[src/rtl/aud_xfer_pkg.sv]
`timescale 1ns/1ps
package aud_xfer_pkg;
  localparam int ADDR_W = 2;
  localparam logic [ADDR_W-1:0] A_LO   = 2'd0;
  localparam logic [ADDR_W-1:0] A_HI   = 2'd1;
  localparam logic [ADDR_W-1:0] A_STAT = 2'd2;
  localparam int ST_TXIRQ = 0;
  localparam int ST_RXIRQ = 1;
  localparam int ST_TXUNF = 2;
  localparam int ST_RXOVF = 3;
  localparam int ST_TXCH  = 4;
  localparam int ST_RXCH  = 5;
endpackage

[src/rtl/aud_xfer_tx.sv]
`timescale 1ns/1ps
module aud_xfer_tx #(
  parameter int BYTE_W = 8,
  localparam int WORD_W = 2 * BYTE_W
) (
  input  logic              clk,
  input  logic              rst_n,
  input  logic              lo_wr,
  input  logic              hi_wr,
  input  logic [BYTE_W-1:0] wdata,
  input  logic              narrow,
  input  logic              mono,
  input  logic              fetch,
  input  logic              sw_wr,
  input  logic              sw_irq,
  input  logic              sw_unf,
  output logic [WORD_W-1:0] word_o,
  output logic              valid_o,
  output logic              irq_o,
  output logic              unf_o,
  output logic              chan_o,
  output logic              dma_o
);
  logic [BYTE_W-1:0] lo_q;
  logic [WORD_W-1:0] buf_q;
  logic              valid_q, irq_q, unf_q, chan_q, dma_q;
  logic [WORD_W-1:0] commit_word;

  always_comb begin
    if (narrow) commit_word = {{BYTE_W{1'b0}}, wdata};
    else        commit_word = {wdata, lo_q};
  end

  always_ff @(posedge clk) begin
    if (!rst_n) begin
      lo_q    <= '0;
      buf_q   <= '0;
      valid_q <= 1'b0;
      irq_q   <= 1'b0;
      unf_q   <= 1'b0;
      chan_q  <= 1'b0;
      dma_q   <= 1'b0;
    end else begin
      dma_q <= fetch;
      if (lo_wr) lo_q <= wdata;
      if (hi_wr) buf_q <= commit_word;
      if (hi_wr)      valid_q <= 1'b1;
      else if (fetch) valid_q <= 1'b0;
      if (fetch && !valid_q) unf_q <= 1'b1;
      else if (sw_wr)        unf_q <= sw_unf;
      if (fetch)      irq_q <= 1'b1;
      else if (sw_wr) irq_q <= sw_irq;
      else if (hi_wr) irq_q <= 1'b0;
      if (mono)       chan_q <= 1'b0;
      else if (hi_wr) chan_q <= ~chan_q;
    end
  end

  assign word_o  = buf_q;
  assign valid_o = valid_q;
  assign irq_o   = irq_q;
  assign unf_o   = unf_q;
  assign chan_o  = chan_q;
  assign dma_o   = dma_q;


  tx_unf_stale_chk: assert property (@(posedge clk) disable iff (!rst_n)
    (fetch && !valid_q && !hi_wr) |=> (unf_q && $stable(buf_q)));

  tx_commit_chk: assert property (@(posedge clk) disable iff (!rst_n)
    hi_wr |=> valid_q);

  tx_event_chk: assert property (@(posedge clk) disable iff (!rst_n)
    fetch |=> (irq_q && dma_q));

  tx_mono_chk: assert property (@(posedge clk) disable iff (!rst_n)
    mono |=> !chan_q);
endmodule

[src/rtl/aud_xfer_rx.sv]
`timescale 1ns/1ps
module aud_xfer_rx #(
  parameter int BYTE_W = 8,
  localparam int WORD_W = 2 * BYTE_W
) (
  input  logic              clk,
  input  logic              rst_n,
  input  logic              deliver,
  input  logic [WORD_W-1:0] word_i,
  input  logic              right_i,
  input  logic              consume,
  input  logic              mono,
  input  logic              sw_wr,
  input  logic              sw_irq,
  input  logic              sw_ovf,
  output logic [WORD_W-1:0] word_o,
  output logic              valid_o,
  output logic              irq_o,
  output logic              ovf_o,
  output logic              chan_o,
  output logic              dma_o
);
  logic [WORD_W-1:0] buf_q;
  logic              valid_q, irq_q, ovf_q, chan_q, dma_q;

  always_ff @(posedge clk) begin
    if (!rst_n) begin
      buf_q   <= '0;
      valid_q <= 1'b0;
      irq_q   <= 1'b0;
      ovf_q   <= 1'b0;
      chan_q  <= 1'b0;
      dma_q   <= 1'b0;
    end else begin
      dma_q <= deliver;
      if (deliver) buf_q <= word_i;
      if (deliver)      valid_q <= 1'b1;
      else if (consume) valid_q <= 1'b0;
      if (deliver && valid_q && !consume) ovf_q <= 1'b1;
      else if (sw_wr)                     ovf_q <= sw_ovf;
      if (deliver)      irq_q <= 1'b1;
      else if (sw_wr)   irq_q <= sw_irq;
      else if (consume) irq_q <= 1'b0;
      if (mono)         chan_q <= 1'b0;
      else if (deliver) chan_q <= right_i;
    end
  end

  assign word_o  = buf_q;
  assign valid_o = valid_q;
  assign irq_o   = irq_q;
  assign ovf_o   = ovf_q;
  assign chan_o  = chan_q;
  assign dma_o   = dma_q;


  rx_overflow_chk: assert property (@(posedge clk) disable iff (!rst_n)
    (deliver && valid_q && !consume) |=> (ovf_q && valid_q));

  rx_consume_chk: assert property (@(posedge clk) disable iff (!rst_n)
    (consume && !deliver && !sw_wr) |=> (!irq_q && !valid_q));

  rx_event_chk: assert property (@(posedge clk) disable iff (!rst_n)
    deliver |=> (irq_q && dma_q && valid_q));

  rx_ovf_sticky_chk: assert property (@(posedge clk) disable iff (!rst_n)
    (ovf_q && !sw_wr) |=> ovf_q);
endmodule

[src/rtl/aud_xfer_buf.sv]
`timescale 1ns/1ps
module aud_xfer_buf
  import aud_xfer_pkg::*;
#(
  parameter int BYTE_W = 8,
  localparam int WORD_W = 2 * BYTE_W
) (
  input  logic              clk,
  input  logic              rst_n,
  input  logic              cfg_wide,
  input  logic              cfg_ulaw_exp,
  input  logic              cfg_ulaw_cmp,
  input  logic              cfg_tx_mono,
  input  logic              cfg_rx_mono,
  input  logic              tx_ien,
  input  logic              rx_ien,
  input  logic              glb_ien,
  input  logic [ADDR_W-1:0] bus_addr,
  input  logic              bus_wr,
  input  logic              bus_rd,
  input  logic [BYTE_W-1:0] bus_wdata,
  output logic [BYTE_W-1:0] bus_rdata,
  input  logic              tx_ready,
  output logic              tx_valid,
  output logic [WORD_W-1:0] tx_data,
  input  logic              rx_valid,
  output logic              rx_ready,
  input  logic [WORD_W-1:0] rx_data,
  input  logic              rx_right,
  output logic              irq,
  output logic              dma_tx,
  output logic              dma_rx
);
  logic wr_lo, wr_hi, wr_st, rd_hi;
  logic tx_narrow, rx_narrow;
  logic tx_irq_f, tx_unf_f, tx_ch_f;
  logic rx_irq_f, rx_ovf_f, rx_ch_f, rx_full;
  logic [WORD_W-1:0] rx_word;

  assign wr_lo     = bus_wr && (bus_addr == A_LO);
  assign wr_hi     = bus_wr && (bus_addr == A_HI);
  assign wr_st     = bus_wr && (bus_addr == A_STAT);
  assign rd_hi     = bus_rd && (bus_addr == A_HI);
  assign tx_narrow = !cfg_wide || cfg_ulaw_exp;
  assign rx_narrow = !cfg_wide || cfg_ulaw_cmp;

  aud_xfer_tx #(.BYTE_W(BYTE_W)) u_tx (
    .clk(clk), .rst_n(rst_n), .lo_wr(wr_lo), .hi_wr(wr_hi), .wdata(bus_wdata),
    .narrow(tx_narrow), .mono(cfg_tx_mono), .fetch(tx_ready), .sw_wr(wr_st),
    .sw_irq(bus_wdata[ST_TXIRQ]), .sw_unf(bus_wdata[ST_TXUNF]),
    .word_o(tx_data), .valid_o(tx_valid), .irq_o(tx_irq_f), .unf_o(tx_unf_f),
    .chan_o(tx_ch_f), .dma_o(dma_tx)
  );

  aud_xfer_rx #(.BYTE_W(BYTE_W)) u_rx (
    .clk(clk), .rst_n(rst_n), .deliver(rx_valid), .word_i(rx_data),
    .right_i(rx_right), .consume(rd_hi), .mono(cfg_rx_mono), .sw_wr(wr_st),
    .sw_irq(bus_wdata[ST_RXIRQ]), .sw_ovf(bus_wdata[ST_RXOVF]),
    .word_o(rx_word), .valid_o(rx_full), .irq_o(rx_irq_f), .ovf_o(rx_ovf_f),
    .chan_o(rx_ch_f), .dma_o(dma_rx)
  );

  assign rx_ready = !rx_full;
  assign irq = glb_ien && ((tx_ien && tx_irq_f) || (rx_ien && rx_irq_f));

  always_comb begin
    bus_rdata = '0;
    unique case (bus_addr)
      A_LO:   bus_rdata = rx_word[BYTE_W-1:0];
      A_HI:   bus_rdata = rx_narrow ? rx_word[BYTE_W-1:0] : rx_word[WORD_W-1:BYTE_W];
      A_STAT: begin
        bus_rdata[ST_TXIRQ] = tx_irq_f;
        bus_rdata[ST_RXIRQ] = rx_irq_f;
        bus_rdata[ST_TXUNF] = tx_unf_f;
        bus_rdata[ST_RXOVF] = rx_ovf_f;
        bus_rdata[ST_TXCH]  = tx_ch_f;
        bus_rdata[ST_RXCH]  = rx_ch_f;
      end
      default: bus_rdata = '0;
    endcase
  end


  irq_gate_chk: assert property (@(posedge clk) disable iff (!rst_n)
    irq |-> (glb_ien && (tx_ien || rx_ien)));

  rx_ready_chk: assert property (@(posedge clk) disable iff (!rst_n)
    (rd_hi && !rx_valid) |=> rx_ready);
endmodule

[config.mk]
export PLATFORM = sky130hd
export DESIGN_NAME = aud_xfer_buf
export DESIGN_NICKNAME = d
export VERILOG_FILES = /design/src/rtl/aud_xfer_pkg.sv /design/src/rtl/aud_xfer_tx.sv /design/src/rtl/aud_xfer_rx.sv /design/src/rtl/aud_xfer_buf.sv
export SDC_FILE = /design/constraint.sdc
export NUM_CORES = 1
export LEC_CHECK = 0
export ABC_AREA = 1
export CORE_ASPECT_RATIO = 1.75
export CORE_UTILIZATION = 30
export DETAILED_ROUTE_END_ITERATION = 12
export PLACE_DENSITY = 0.55
export SYNTH_ARGS = -nofsm -noshare
export SYNTH_HDL_FRONTEND = slang
export SYNTH_SLANG_ARGS = --single-unit
[constraint.sdc]
create_clock -name clk -period 1.09 [get_ports clk]
set_input_delay 0.1635 -clock clk [delete_from_list [all_inputs] [get_ports clk]]
set_output_delay 0.1635 -clock clk [all_outputs]
set_load 0.01 [all_outputs]
* Yosys cells after proc, flatten, opt, wreduce, memory -nomap -nowiden *
Index checks and enable logic that the tools add are counted.

storage, ports and cells
  bits in registers = 50
  output and inout port bits = 29

operators by class
  reduce and logical (&&, ||, !) cells = 26
  eq/ne operators = 2
  bitwise logic cells = 2
  multiplexer cells = 17

operators by type and width
  kind                  count
  $pmux W6 S3           1
  $mux W16              1
  $mux W1               13
  $logic_and A1 B1 Y1   10
  $mux W8               1
  $reduce_bool A2 Y1    4
  $reduce_bool A3 Y1    2
  $logic_not A1 Y1      4
  $pmux W2 S2           1
  $reduce_or A2 Y1      2
  $logic_or A1 B1 Y1    3
  $eq A2 B1 Y1 const B  1
  $eq A2 B2 Y1 const B  1
  $logic_not A2 Y1      1
  $not A1 Y1            2

* Depth between registers and ports, before layout *
  depth after elaboration = 5
  mapped depth = 8
  depth with buffers taken out = 7

* By module *
Synthesis repeated with hierarchy kept, for this count alone.

unflattened totals
  cell total of the unflattened synthesis = 351
  area total of the unflattened synthesis = 2383.5 sq um

by module, submodules not included
  module        area each (sq um)  instances  cells each  seq. area each (sq um)
  aud_xfer_tx   1201.2             1          164         580.6
  aud_xfer_rx   762.0              1          95          420.4
  aud_xfer_buf  420.4              1          92          0.0

* Worst setup path before layout *
Ideal clock, no wire load.

  path kind = input port to output port
  start = input port bus_addr[1]
  end = output port bus_rdata[4]
  stages on the path = 7
  setup slack = -18 ps
  buffers on the path = 1
  arrival = 945 ps
  path through = buf_4 inv_2 nor2_1 nand2_1 o21ai_0 inv_1 nand2_1

between the ends
  word-level cells in the longest chain between the ends = 2
  elaborated cells on any way between the ends = 4
  those cells by class = eq/ne: 2; mux: 1; reduce/logical: 1

RTL lines
  element                               RTL line            text
  start, declared                       aud_xfer_buf.sv:18  input logic [ADDR_W-1:0] bus_addr,
  $eq A2 B2 Y1 (tied with other cells)  aud_xfer_buf.sv:68  unique case (bus_addr)
  $pmux W6 S3 (*)                       aud_xfer_buf.sv:68
  end, declared                         aud_xfer_buf.sv:22  output logic [BYTE_W-1:0] bus_rdata,

Every way passes the cells marked *; elsewhere a longest branch is shown, timed or not.

* Worst setup path in the final report *
  start = register u_tx.chan_q, in the netlist u_tx.chan_o
  end = output port bus_rdata[4]

between the ends
  word-level cells in the longest chain between the ends = 1

RTL lines
  element                 RTL line            text
  start, declared         aud_xfer_tx.sv:26   logic valid_q, irq_q, unf_q, chan_q, dma_q;
  start signal, assigned  aud_xfer_tx.sv:55   else if (hi_wr) chan_q <= ~chan_q;
  $pmux W6 S3             aud_xfer_buf.sv:68

Every way passes these cells.

==> metrics.txt <==
status=complete, but fails checks; failing checks=negative setup slack; Hold Path Depth=4; Commonest cells post-synth=nand2_1, dfxtp_1, nor2_1; worst-case reg-to-reg path depth=4; CTS Sinks=50; Core ar.=0.00723 mm2; final-stage net count=475; layout cell share with drive strength beyond 1=0.280; reg2reg setup slack=0.22 ns; worst slack at placement=-0.953 ns; fin util=0.501; Syn Nets=369; fin crit period=1.22 ns; fraction of power consumed by sequential logic=0.432; fin crit share=1.12; Synth Area in Compound Gates=0.137; Pwr Total=4.60 mW; IO buf count=69; r2r startpoint=u_tx.valid_o; RSZ-0062 raised after global routing=true; Worst-Skew Late Latency=0.29 ns; row count=41; Clock transition at path regs=0.07 ns; DRT antenna net count=0; Sw Ratio=0.250; XOR/XNOR share of the synthesized area=0; count leader, synth=nand2_1; TNS Setup=-0.552 ns; prevailing post-synth register cell=dfxtp_1; EDFF count, synth=0; worst hold slack=0.308 ns; Final WS setup=-0.126 ns; Worst Skew=0.00137 ns; top fanout value on the critical path=3; vias in the first global route=2,248; Avg WL per Cell=12.7 um; Total Wirelength=6.64 mm; met3 Use GR=0.0339; Synth Area in Simple Gates=0.315; met1 Use GR=0.178; LEAKAGE=1.70 nW; M2 GR Usage=0.345; mux cell area share after synthesis=0; die height=117 um; min-delay src=bus_addr[0]; global-route wire length before repair=10.5 mm; CTS Buffer Depth=2; P_sw=1.15 mW; GRT Max-Usage Layer=met2; asr flop ratio synth=0; clock share of power=0.387; Cells after DPL=505; Post-DP HPWL=4.89 mm; MaxCap Viol Count=0; Syn-to-layout area delta=60.4%; CP required=0.93 ns; PwrDens=1270 mW/mm2; Synth area leaders=dfxtp_1, nand2_1, nor2_1; Vias=2,385; Synth area leader=dfxtp_1; final instance area=0.00362 mm2; Hold Path End=u_rx.valid_o; worst hold path type=primary input to register; Mapped Area=0.00226 mm2; Post-Layout Cell Count=521; Synth cell types=24; crit path launch type=register; Critical Path Sink Type=primary output; IO Pins=70; DRC Markers=0; critical path class=register to primary output; full die area=0.00790 mm2; Arr. time, crit path=1.05 ns; Ys Warns=0; RR Endpoint=u_tx.unf_o; Max Freq=823 MHz; Setup Viol. Count Final=9; CTS hold repair buffers=0; Initial DRC Count=95; internal power=3.45 mW; Yosys top cell area share=0.443; Seq/Total Area, Yosys=0.443; Via density=4.58; Yosys reg bits=50; routability congestion estimate from global placement=0.806; Antenna diodes=0; chip width=67.6 um; adder-cell share of the synthesized area=0; Worst Tran Pin Value=0.263 ns; DP Area=0.00328 mm2; CTS root buffer=clkbuf_16; Gate power share=0.181; fin. max-slew vios=0; largest net degree at the start of global routing=25; main combinational cell family by area after synthesis=simple AND/OR/NAND/NOR gates; Remaining Overflow, GRT=0; initial antenna violation count=0; Synth Instances=328; total CTS buffers=5; Peak VDD IR=0.807 mV; CTS tree=yes; H-tree levels=2; final hold vios=0; # fillers=729; initial core utilization=0.312; GRT Util Overall=0.180; Mapped Avg Cell Area=6.89 um2; 1st-pass router iterations=4; Rel. slew slack=0.824
-- cells in the final DEF (no fill, tap or decap), types with 2 or more instances in the layout --
cell	count
a21oi_1	21
a21oi_2	4
buf_12	2
buf_2	5
buf_4	35
buf_6	13
clkbuf_16	5
clkbuf_2	2
clkdlybuf4s15_1	6
clkdlybuf4s50_1	35
dfxtp_1	34
dfxtp_2	14
dfxtp_4	2
dlygate4sd2_1	12
inv_1	32
inv_2	10
nand2_1	68
nand2_2	5
nand2_4	2
nand3_1	21
nand3_2	7
nand4_1	3
nor2_1	46
nor2_4	4
nor2_8	2
o21ai_0	25
o21ai_1	5
o21ai_2	3
-- power by group through the flow --
stage	combinational [mW]	clock [mW]	sequential (mW)
floorplan	0.327	0	2.02
global placement	0.776	0	2.02
detailed placement	0.779	0	2.02
CTS	0.796	1.81	1.98
global route	0.918	1.89	2.00
finish	0.833	1.78	1.99
-- how the worst max path moves through the flow --
stage                         startpoint           end  cells after the start
after CTS                 u_rx.word_o[4]  bus_rdata[4]                      5
final                        u_tx.chan_o  bus_rdata[4]                      5
after global placement       bus_addr[0]  bus_rdata[4]                      8
after floorplan             cfg_ulaw_cmp  bus_rdata[7]                      5
after detailed placement     bus_addr[0]  bus_rdata[4]                      8
after global routing      u_rx.word_o[4]  bus_rdata[4]                      5
-- what timing repair did --
action,in CTS,in global routing
setup endpoints to repair,59,41
gates cloned,2,1
setup buffers,5,0
endpoints found under the hold margin,0,0
pin swaps,18,11
gates resized for setup,122,35
-- final cells by class --
class	count	area, um2	share of cell area
clock inverter	2	37.5	0.0104
sequential	50	1030	0.283
tap	86	108	0.0297
multi-input combinational	223	1150	0.317
inverter	43	164	0.0452
clock buffer	6	129	0.0356
timing repair buffer	111	1010	0.279
-- worst max-delay path: stages, from the launching register on --
cell	delay (ns)
dfxtp_1	0.36
nand2_1	0.06
o21ai_1	0.07
inv_1	0.05
nand2_1	0.08
buf_2	0.14
-- cell families (layout without fill, tap and decap cells) --
kind of cell,count (synthesis),count (layout)
simple gates,161,163
compound gates,60,60
buf+inv,57,162
flops,50,50
-- per-layer routing --
layer,vias up,wire [um]
met2,58,3710
met3,13,303
met1,1066,2440
met4,0,184
li1,1248,-
met5,-,0
No activity file was read; power rests on OpenSTA's default activity.
